$ cat src/rtl/folded_biquad_pkg.sv
package folded_biquad_pkg;

    localparam int unsigned FOLD = 4;

    // Slots are named after the addition the adder performs in them.
    typedef enum logic [1:0] {
        SL_FWD_SUM   = 2'd0,   // feed-forward partial sum
        SL_OUT_SUM   = 2'd1,   // output sum
        SL_FB_SUM    = 2'd2,   // feedback partial sum
        SL_STATE_SUM = 2'd3    // new state = input + feedback
    } slot_e;

    typedef enum logic [1:0] { AA_MUL, AA_W1, AA_XIN } add_a_e;
    typedef enum logic       { AB_HOLD, AB_SUM }       add_b_e;
    typedef enum logic [1:0] { MA_SUM, MA_W1, MA_W2 }  mul_a_e;
    typedef enum logic [1:0] { CF_A1, CF_A2, CF_B1, CF_B2 } coef_e;

    typedef struct packed {
        add_a_e add_a;
        add_b_e add_b;
        mul_a_e mul_a;
        coef_e  coef;
        logic   load_w;
        logic   out_slot;
    } route_t;

    function automatic route_t route_for(slot_e s);
        route_t r;
        r = '{add_a: AA_MUL, add_b: AB_HOLD, mul_a: MA_SUM, coef: CF_A1,
              load_w: 1'b0, out_slot: 1'b0};
        case (s)
            SL_FWD_SUM: begin
                r.add_a  = AA_MUL;  r.add_b = AB_HOLD;
                r.mul_a  = MA_SUM;  r.coef  = CF_A1;
                r.load_w = 1'b1;
            end
            SL_OUT_SUM: begin
                r.add_a = AA_W1;    r.add_b = AB_SUM;
                r.mul_a = MA_W2;    r.coef  = CF_B2;
            end
            SL_FB_SUM: begin
                r.add_a    = AA_MUL; r.add_b = AB_HOLD;
                r.mul_a    = MA_W1;  r.coef  = CF_B1;
                r.out_slot = 1'b1;
            end
            default: begin
                r.add_a = AA_XIN;   r.add_b = AB_SUM;
                r.mul_a = MA_W1;    r.coef  = CF_A2;
            end
        endcase
        return r;
    endfunction

    function automatic slot_e next_slot(slot_e s);
        return slot_e'(2'(s + 2'd1));
    endfunction

endpackage

$ cat src/rtl/fb_slot_ctrl.sv
module fb_slot_ctrl
    import folded_biquad_pkg::*;
(
    input  logic  clk,
    input  logic  rst,
    output slot_e slot,
    output logic  primed
);

    slot_e slot_q;
    logic  primed_q;

    always_ff @(posedge clk) begin
        if (rst) begin
            slot_q   <= SL_FWD_SUM;
            primed_q <= 1'b0;
        end else begin
            slot_q <= next_slot(slot_q);
            if (slot_q == SL_STATE_SUM)
                primed_q <= 1'b1;
        end
    end

    assign slot   = slot_q;
    assign primed = primed_q;

    AST_SLOT_WRAP: assert property (@(posedge clk) disable iff (rst)
        slot_q == SL_STATE_SUM |=> slot_q == SL_FWD_SUM);

    AST_PRIMED_STICKY: assert property (@(posedge clk) disable iff (rst)
        primed_q |=> primed_q);

endmodule

$ cat src/rtl/fb_mult_pipe.sv
module fb_mult_pipe #(
    parameter int unsigned DW   = 16,
    parameter int unsigned CW   = 16,
    parameter int unsigned FRAC = 14
) (
    input  logic          clk,
    input  logic          rst,
    input  logic [DW-1:0] opnd,
    input  logic [CW-1:0] coef,
    output logic [DW-1:0] prod
);

    localparam int unsigned PW = DW + CW;

    logic signed [PW-1:0] full_q;
    logic        [DW-1:0] prod_q;
    logic        [1:0]    age_q;

    // stage 1: full-precision product; stage 2: scale and cut to DW
    always_ff @(posedge clk) begin
        if (rst) begin
            full_q <= '0;
            prod_q <= '0;
            age_q  <= '0;
        end else begin
            full_q <= PW'($signed(opnd)) * PW'($signed(coef));
            prod_q <= DW'(full_q >>> FRAC);
            if (age_q != 2'd2)
                age_q <= age_q + 2'd1;
        end
    end

    assign prod = prod_q;

    AST_MUL_ZERO: assert property (@(posedge clk) disable iff (rst)
        (age_q == 2'd2 && ($past(opnd, 2) == '0 || $past(coef, 2) == '0))
        |-> prod_q == '0);

endmodule

$ cat src/rtl/fb_delay_regs.sv
module fb_delay_regs #(
    parameter int unsigned DW = 16
) (
    input  logic          clk,
    input  logic          rst,
    input  logic          load_w,
    input  logic [DW-1:0] sum_in,
    input  logic [DW-1:0] prod_in,
    output logic [DW-1:0] w1,
    output logic [DW-1:0] w2,
    output logic [DW-1:0] hold
);

    logic [DW-1:0] w1_q, w2_q, hold_q;

    always_ff @(posedge clk) begin
        if (rst) begin
            w1_q   <= '0;
            w2_q   <= '0;
            hold_q <= '0;
        end else begin
            hold_q <= prod_in;
            if (load_w) begin
                w1_q <= sum_in;
                w2_q <= w1_q;
            end
        end
    end

    assign w1   = w1_q;
    assign w2   = w2_q;
    assign hold = hold_q;

    AST_W1_HOLD: assert property (@(posedge clk) disable iff (rst)
        !load_w |=> $stable(w1_q));

    AST_W2_HOLD: assert property (@(posedge clk) disable iff (rst)
        !load_w |=> $stable(w2_q));

endmodule

$ cat src/rtl/folded_biquad.sv
module folded_biquad
    import folded_biquad_pkg::*;
#(
    parameter int unsigned DW   = 16,
    parameter int unsigned CW   = 16,
    parameter int unsigned FRAC = 14,
    parameter logic signed [CW-1:0] A1 = 16'sd8192,
    parameter logic signed [CW-1:0] A2 = -16'sd4096,
    parameter logic signed [CW-1:0] B1 = 16'sd12288,
    parameter logic signed [CW-1:0] B2 = -16'sd6144
) (
    input  logic          clk,
    input  logic          rst,
    input  logic [DW-1:0] x_in,
    output logic [DW-1:0] y_out,
    output logic          y_valid
);

    slot_e         slot;
    logic          primed;
    route_t        rt;
    logic [DW-1:0] sum_q;
    logic [DW-1:0] add_a, add_b, mul_a;
    logic [CW-1:0] mul_c;
    logic [DW-1:0] prod, w1, w2, hold;

    fb_slot_ctrl u_ctrl (
        .clk    (clk),
        .rst    (rst),
        .slot   (slot),
        .primed (primed)
    );

    assign rt = route_for(slot);

    always_comb begin
        case (rt.add_a)
            AA_MUL:  add_a = prod;
            AA_W1:   add_a = w1;
            default: add_a = x_in;
        endcase
        add_b = (rt.add_b == AB_HOLD) ? hold : sum_q;
        case (rt.mul_a)
            MA_SUM:  mul_a = sum_q;
            MA_W1:   mul_a = w1;
            default: mul_a = w2;
        endcase
        case (rt.coef)
            CF_A1:   mul_c = A1;
            CF_A2:   mul_c = A2;
            CF_B1:   mul_c = B1;
            default: mul_c = B2;
        endcase
    end

    // single-stage adder shared by all four additions
    always_ff @(posedge clk) begin
        if (rst) sum_q <= '0;
        else     sum_q <= add_a + add_b;
    end

    fb_mult_pipe #(.DW(DW), .CW(CW), .FRAC(FRAC)) u_mult (
        .clk  (clk),
        .rst  (rst),
        .opnd (mul_a),
        .coef (mul_c),
        .prod (prod)
    );

    fb_delay_regs #(.DW(DW)) u_regs (
        .clk     (clk),
        .rst     (rst),
        .load_w  (rt.load_w),
        .sum_in  (sum_q),
        .prod_in (prod),
        .w1      (w1),
        .w2      (w2),
        .hold    (hold)
    );

    assign y_out   = sum_q;
    assign y_valid = rt.out_slot & primed;

    AST_RESET_CLEARS: assert property (@(posedge clk)
        rst |=> (y_out == '0 && !y_valid));

    AST_VALID_SINGLE: assert property (@(posedge clk) disable iff (rst)
        y_valid |=> !y_valid);

    AST_VALID_PERIOD: assert property (@(posedge clk) disable iff (rst)
        y_valid |-> ##4 y_valid);

endmodule

$ cat config.mk
export PLATFORM = sky130hd
export DESIGN_NAME = folded_biquad
export DESIGN_NICKNAME = d
export VERILOG_FILES = /design/src/rtl/folded_biquad_pkg.sv /design/src/rtl/fb_slot_ctrl.sv /design/src/rtl/fb_mult_pipe.sv /design/src/rtl/fb_delay_regs.sv /design/src/rtl/folded_biquad.sv
export SDC_FILE = /design/constraint.sdc
export NUM_CORES = 1
export LEC_CHECK = 0
export ABC_AREA = 1
export BUFFER_PORTS_ARGS = -buffer_cell sky130_fd_sc_hd__clkbuf_2
export CORE_MARGIN = 2
export CORE_UTILIZATION = 55
export DETAILED_ROUTE_END_ITERATION = 16
export HOLD_SLACK_MARGIN = 0.05
export PLACE_DENSITY = 0.71
export SYNTH_ARGS = -nofsm -noshare
export SYNTH_HDL_FRONTEND = slang
export SYNTH_HIERARCHICAL = 1
export SYNTH_SLANG_ARGS = --single-unit
$ cat constraint.sdc
create_clock -name clk -period 16.62 [get_ports clk]
set_input_delay 0 -clock clk [delete_from_list [all_inputs] [get_ports clk]]
set_output_delay 0 -clock clk [all_outputs]
set_load 0.03 [all_outputs]
* After elaboration in Yosys (flattened, before gate mapping)
Index checks and enable logic that the tools add are counted.
W data, S select, Z words.
** Operators by class
- Eq/ne operators :: 7
- Multipliers :: 1
- $add $sub $neg :: 2
- Bitwise gates (word level) :: 1
- Mux-type cells :: 7
- Reduce and logical (&&, ||, !) cells :: 4
** Operators with widths (number)
- $pmux W16 S2 :: 2
- $pmux W16 S3 :: 1
- $mul A16 B16 Y30 :: 1
- $pmux W7 S3 :: 1
- $add A16 B16 Y16 :: 1
- $mux W16 :: 1
- $eq A2 B1 Y1 const B :: 4
- $logic_not A2 Y1 :: 4
- $eq A2 B2 Y1 const B :: 3
- $add A2 B1 Y2 const B :: 1
- $mux W1 :: 2
- $and A1 B1 Y1 :: 1
** Storage, ports and cells
- Word-level logic and storage cells :: 30
- Register bits after elaboration :: 113

* Logic depth before layout (Yosys ltp)
Gate-level depths: netlist (run 1).
- Depth in word-level cells :: 5
- Mapped depth :: 36
- Gate-level depth less buffers :: 31

* By module
Netlist (run 1), hierarchy kept.
** Modules (own cells, without submodules)
- fb_mult_pipe :: cells each 1485, instances 1, area each 11019.3 um2, seq. area each 640.6 um2
- folded_biquad :: cells each 402, instances 1, area each 2337.2 um2, seq. area each 320.3 um2
- fb_delay_regs :: cells each 253, instances 1, area each 1819.2 um2, seq. area each 960.9 um2
- fb_slot_ctrl :: cells each 9, instances 1, area each 91.3 um2, seq. area each 60.1 um2

* Worst setup path after synthesis (run 1)
OpenSTA, ideal clock, no wires.
- Path type :: register to register
- Start point :: reg u_ctrl.slot_q[0], in the netlist u_ctrl/slot[0]
- End point :: reg u_mult.full_q[29]
- Setup slack :: 9.858 ns
- Cell stages (with the launch flop) :: 31
- Arrival time :: 6.647 ns
- Library setup time :: 0.115 ns
- Clock period less this slack :: 6.762 ns
- Required time :: 16.505 ns
- Cells stage by stage :: dfxtp_1 > inv_1 > buf_1 > ha_1 > clkbuf_1 > buf_2 > a221oi_2 > nor2_1 > clkbuf_1 > clkbuf_1 > nand2_1 > fa_1 > inv_1 > fa_1 > fa_1 > inv_1 > fa_1 > inv_1 > fa_1 > inv_1 > fa_1 > inv_1 > ha_1 > inv_1 > o21bai_1 > a21boi_0 > nand2_1 > nor2_1 > nand2_1 > a21oi_1 > nor2_1
** Between the ends
- Cells in the longest elaborated chain, start to end :: 5
** RTL lines
- from (decl) :: RTL line fb_slot_ctrl.sv:10 : slot_e slot_q;
- from (signal assigned) :: RTL line fb_slot_ctrl.sv:18 : slot_q <= next_slot(slot_q);
- $eq A2 B2 Y1 (tied with other cells) :: RTL line folded_biquad_pkg.sv:31 : case (s)
- $pmux W7 S3 * :: RTL line folded_biquad_pkg.sv:31
- $eq A2 B1 Y1 / $logic_not A2 Y1 (equally long branches) :: RTL line folded_biquad.sv:43 : case (rt.mul_a)
- $pmux W16 S2 * :: RTL line folded_biquad.sv:43
- net mul_a[12] :: RTL line folded_biquad.sv:23 : logic [DW-1:0] add_a, add_b, mul_a;
- $mul A16 B16 Y30 * :: RTL line fb_mult_pipe.sv:26 : full_q <= PW'($signed(opnd)) * PW'($signed(coef));
- to (signal assigned) :: RTL line fb_mult_pipe.sv:26
- to (decl) :: RTL line fb_mult_pipe.sv:15 : logic signed [PW-1:0] full_q;
The timed path passes the listed nets; every way through them passes the cells marked *.
A chain may end at the register's enable or synchronous reset.

* Worst setup path in the final report (run 1)
- Start point :: reg u_ctrl.slot_q[0], in the netlist u_ctrl/slot[0]
- End point :: reg u_mult.full_q[27]
** Between the ends
- Cells in the longest elaborated chain, start to end :: 5
** RTL lines
- $eq A2 B2 Y1 (tied with other cells) :: RTL line folded_biquad_pkg.sv:31
- $pmux W7 S3 * :: RTL line folded_biquad_pkg.sv:31
- $eq A2 B2 Y1 (tied with other cells) :: RTL line folded_biquad.sv:48 : case (rt.coef)
- $pmux W16 S3 / $pmux W16 S2 (equally long branches) :: RTL line folded_biquad.sv:48, folded_biquad.sv:43
- $mul A16 B16 Y30 * :: RTL line fb_mult_pipe.sv:26
Every way passes the cells marked *; elsewhere a longest branch is shown, timed or not.

==> impl_metrics.ini, run 1 <==
[timing]
drv_slew = 0
rsz0062_at_grt = no
worstMarginPinSlew_ps = 1120
finalSetupViolCount = 0
setup_tns_ps = 0
finalHoldViolCount = 0
skew_ps = 7.93
finalCriticalPeriod_ps = 7460
max_freq_ghz = 0.134
relSlewSlack = 0.255
fin_crit_sh = 0.449

[routing]
first_pass_iters = 5
ant_nets = 0
routed_wl_um = 38800
drc = 0
vias = 12700
viasPerCell = 5.03
drtIter0Drc = 870
wl_per_cell_um = 15.4

[synthesis]
synth_edf_count = 0
postSynthCellCount = 2149
syn_area_per_cell_um2 = 7.10
synth_top_area_frac = 0.325
synthTopCellsByArea = fa_1 33%, inv_1 15%, nand2_1 14%
ys_seq_area_frac = 0.130
synth_top_family_by_area = adder cells
muxShareOfSynthArea = 0
syn_area_um2 = 15300
synthXorXnorAreaFrac = 0.00459
post_synth_num_cell_types = 40
synth_warnings = 6
synth-compound-area-share = 0.0557
ys.flop_type = dfxtp_1
synthSimpleGateAreaFrac = 0.227
async_flop_share = 0
yosys.area.top_type = fa_1
synth_seq_cells = 99
synth_adder_area_share = 0.406

[die]
start_util = 0.563
core_area_um2 = 27100
num_rows = 60
dieArea_um2 = 29100
io_pins = 35
die_x_um = 171
die_h_um = 171

[outcome]
status = complete, no violations

[layout]
layout-drive-gt1-share = 0.0484
area_growth_pct = 4.66
nFillCells = 2525
layout_commonest_cell = inv_1
fin_nets = 2508
final_cell_mix = 592 x inv_1, 577 x nand2_1, 248 x fa_1, 235 x nor2_1, 99 x dfxtp_1
antennaDiodeCount = 0

[worst_setup_path]
required_ps = 16870
startpoint_type = register
cp-end-kind = register
critPathMaxStageDelay_ps = 680
cp_max_fo = 36
critPathArrivalTime_ps = 7700
crit_path_start = u_ctrl/slot[0]
r2r_start = u_ctrl/slot[0]
slowest_stage = ha_1
critPathKind = register to register

[flow_run]
maxCapViolCount = 0

[grt]
grt_util_met1 = 0.356
grt_max_degree = 65
grt_antenna_before_repair = 0
grt_pass1_vias = 13200
grt_overflow = 0
grt_pass1_wl_um = 65000
grt-busiest-layer = met2
grt_usage = 0.287
grt_util_met2 = 0.513
grt_use_met3 = 0.0442

[place]
port_buffers = 34
hpwlAfterDp_um = 30800
routabilityCongestion = 0.929

[clock_network]
cts_tree = yes
hold_buffers = 0
clock_tree.buffer_depth = 2
cts_num_sinks = 99
cts_buffers = 9
clk_root_buffer_cell = clkbuf_16
htreeDepth = 3
clkSlewWorstSetupHoldPaths_ps = 70
cts_resized = 0
post_cts_buffers = 0
clk_latency_ps = 350

[min_path]
min_path_type = primary input to register
hold_start = x_in[0]
-- cells by family after synthesis --
kind of cell,count (synthesis)
compound gates,125
other cells,2
flops,99
fa+ha+maj,346
buf+inv,685
simple gates,884
xor+xnor,8
-- critical path: cells and delay by family, from the launching register on --
family | cells | cell delay (ps)
adders and majority gates | 8 | 4200
and+or+nand+nor | 7 | 1220
buffers and inverters | 8 | 1150
DFF | 1 | 420
AOI/OAI and AO/OA | 2 | 340
-- layout make-up --
cell class                 count  area [um^2]  share of cell area
sequential                    99         1980               0.124
inverter                     597         2250               0.141
clock buffer                  12          256              0.0161
multi-input combinational   1385        10700               0.668
tap                          372          465              0.0291
clock inverter                 4         55.1             0.00345
timing repair buffer          52          305              0.0191
-- stage by stage --
step | hold slack (ps) | setup slack, ps | instance area [um^2] | util | cells
floorplan | 71.2 | 9860 | 15300 | - | 2169
global placement | 392 | 9350 | 15700 | 0.578 | 2505
detailed placement | 394 | 9210 | 15700 | 0.578 | 2505
CTS | 85.3 | 9210 | 16000 | 0.590 | 2521
global route | 136 | 8720 | 16000 | 0.590 | 2521
finish | 84.1 | 9160 | 16000 | 0.590 | 2521
-- worst paths after layout --
path	end	slack, ps	cells after the start
worst min-delay path	y_out[0]	80	6
worst max-delay path	u_mult/full_q[27]	9160	25
worst min register to register	u_mult/prod[0]	400	2
worst max register to register	u_mult/full_q[27]	9160	25
-- Yosys cell counts (4+ instances only) --
cell type and count:
inv_1 592, dfxtp_1 99, fa_1 248, o21ai_0 32, a221oi_1 6, a221oi_2 10, nand2_1 577, clkbuf_1 59
buf_2 7, nand2_2 10, nand3_1 35, or2_2 6, nor2_1 237, a21oi_1 50, o21a_1 4, nor3_1 7
ha_1 98, buf_6 14, xnor2_1 6, a221o_1 15, buf_1 5
-- layer usage --
metal,share of wire,vias up
met4,0.033,0
met2,0.49,397
met1,0.42,6102
met3,0.060,95
li1,-,6096
met5,0,-
-- registers in the layout, indices dropped and copies added (netlist names) --
signal,count
u_ctrl/slot,2
y_out,16
u_regs/w2,16
u_ctrl/primed,1
u_mult/prod,16
u_mult/full_q,16
u_regs/hold,16
u_regs/w1,16
Power of run 1 is not shown: default switching activity piles up to over one toggle a cycle in this logic, so the estimate is an artifact.
==> run 2: changes to the inputs <==
--- a/config.mk
+++ b/config.mk
@@ -11,7 +11,7 @@
 export CORE_UTILIZATION = 55
 export DETAILED_ROUTE_END_ITERATION = 16
 export HOLD_SLACK_MARGIN = 0.05
-export PLACE_DENSITY = 0.71
+export PLACE_DENSITY = 0.74
 export SYNTH_ARGS = -nofsm -noshare
 export SYNTH_HDL_FRONTEND = slang
 export SYNTH_HIERARCHICAL = 1
==> constraint.sdc (replaced) <==
create_clock -name clk -period 6.2 [get_ports clk]
set_input_delay 0 -clock clk [delete_from_list [all_inputs] [get_ports clk]]
set_output_delay 0 -clock clk [all_outputs]
set_load 0.03 [all_outputs]
==> impl_metrics.ini, run 2 (synthesis results as in run 1) <==
[routing]
vias = 13200
drc = 0
drtIter0Drc = 1015
ant_nets = 0
routed_wl_um = 41200
viasPerCell = 5.07
first_pass_iters = 6
wl_per_cell_um = 15.8

[layout]
antennaDiodeCount = 0
fin_nets = 2588
layout_commonest_cell = inv_1
final_cell_mix = 584 x inv_1, 566 x nand2_1, 243 x fa_1, 213 x nor2_1, 97 x dfxtp_1
layout-drive-gt1-share = 0.123
area_growth_pct = 12.4
nFillCells = 2369

[worst_setup_path]
critPathMaxStageDelay_ps = 550
required_ps = 6440
r2r-end = u_mult/full_q[26]
critPathArrivalTime_ps = 6410
slowest_stage = fa_2
cp_max_fo = 5
ff2ff_path_depth = 28
cp_top_family = adder cells
startpoint_type = register
rrSetupSlack_ps = 30
critPathKind = register to register
critPathBufInv = 9
cp_common_cell = fa_1
cp-end-kind = register
r2r_start = u_ctrl/slot[0]

[clock_network]
clk_root_buffer_cell = clkbuf_16
htreeDepth = 3
cts_buffers = 9
cts_tree = yes
cts_num_sinks = 99
hold_buffers = 0
clk_latency_ps = 340
clock_tree.buffer_depth = 2
clkSlewWorstSetupHoldPaths_ps = 70

[outcome]
status = complete, no violations

[die]
start_util = 0.563
die_h_um = 171
num_rows = 60
die_x_um = 171
dieArea_um2 = 29100
io_pins = 35
core_area_um2 = 27100

[place]
port_buffers = 34
hpwlAfterDp_um = 33500
routabilityCongestion = 0.961
place_ws_ps = -139

[grt]
grt_overflow = 0
grt_pass1_vias = 13700
grt_pass1_wl_um = 68100
grt_antenna_before_repair = 0
grt_max_degree = 65
grt_usage = 0.298

[timing]
hold_slack_ps = 196
relSlewSlack = 0.206
finalCriticalPeriod_ps = 6170
max_freq_ghz = 0.162
finalSetupViolCount = 0
worstMarginPinSlew_ps = 1190
final.setup.worst_slack_ps = 29.3
fin_crit_sh = 0.995
finalHoldViolCount = 0
skew_ps = 6.19
rsz0062_at_grt = yes
drv_slew = 0

[flow_run]
maxCapViolCount = 0

[min_path]
hold_path_end = u_regs/hold[9]
hold_start = rst
min_path_type = primary input to register
whs_path_depth = 3
-- run 2: layout make-up --
type	instances	area [um^2]	share of cell area
Clock buffer	9	225	0.0131
Clock inverter	7	92.6	0.00540
Inverter	597	2250	0.131
Multi-Input combinational cell	1385	11200	0.653
Sequential cell	99	1990	0.116
Tap cell	372	465	0.0271
Timing Repair Buffer	132	937	0.0546
-- run 2: how the worst max path moves through the flow --
stage / startpoint / cells past startpoint / endpoint / slack (ps)
floorplan: u_ctrl/slot[0] / 30 / u_mult/full_q[28] / 0.5
global placement: u_ctrl/slot[0] / 28 / u_mult/full_q[26] / -40
detailed placement: u_ctrl/slot[1] / 26 / u_mult/full_q[27] / -140
CTS: u_ctrl/slot[0] / 28 / u_mult/full_q[26] / 5
global route: u_ctrl/slot[0] / 29 / u_mult/full_q[28] / -150
finish: u_ctrl/slot[0] / 28 / u_mult/full_q[26] / 30
-- run 2: stage by stage --
stage                util  instances  cell area (um^2)  setup TNS (ps)
floorplan               -       2169             15400               0
global placement    0.600       2578             16300           -72.8
detailed placement  0.600       2578             16300            -738
CTS                 0.614       2594             16700               0
global route        0.633       2601             17200            -725
finish              0.633       2601             17200               0
-- run 2: timing repair --
| item | CTS | global route |
|---|---|---|
| resized for setup | 18 | 105 |
| setup endpoints to repair | 12 | 12 |
| hold endpoints to repair | 0 | 0 |
| pin swaps | 3 | 49 |
| buffers inserted | 0 | 7 |
-- run 2: worst reg2reg max path, delay by kind of cell (launching register included) --
family	cells	cell delay (ps)
AOI/OAI and AO/OA	3	490
adders and majority gates	8	3500
buffers and inverters	9	660
DFF	1	390
and+or+nand+nor	8	1010
-- run 2: layer usage --
layer  vias to the layer above  global-route usage  share of wire
li1                       6265                   -              -
met1                      6371               0.391           0.42
met2                       434               0.516           0.49
met3                       113              0.0328          0.052
met4                         0               0.102          0.037
met5                         -                   0              0
Power of run 2 is left out for the same reason.
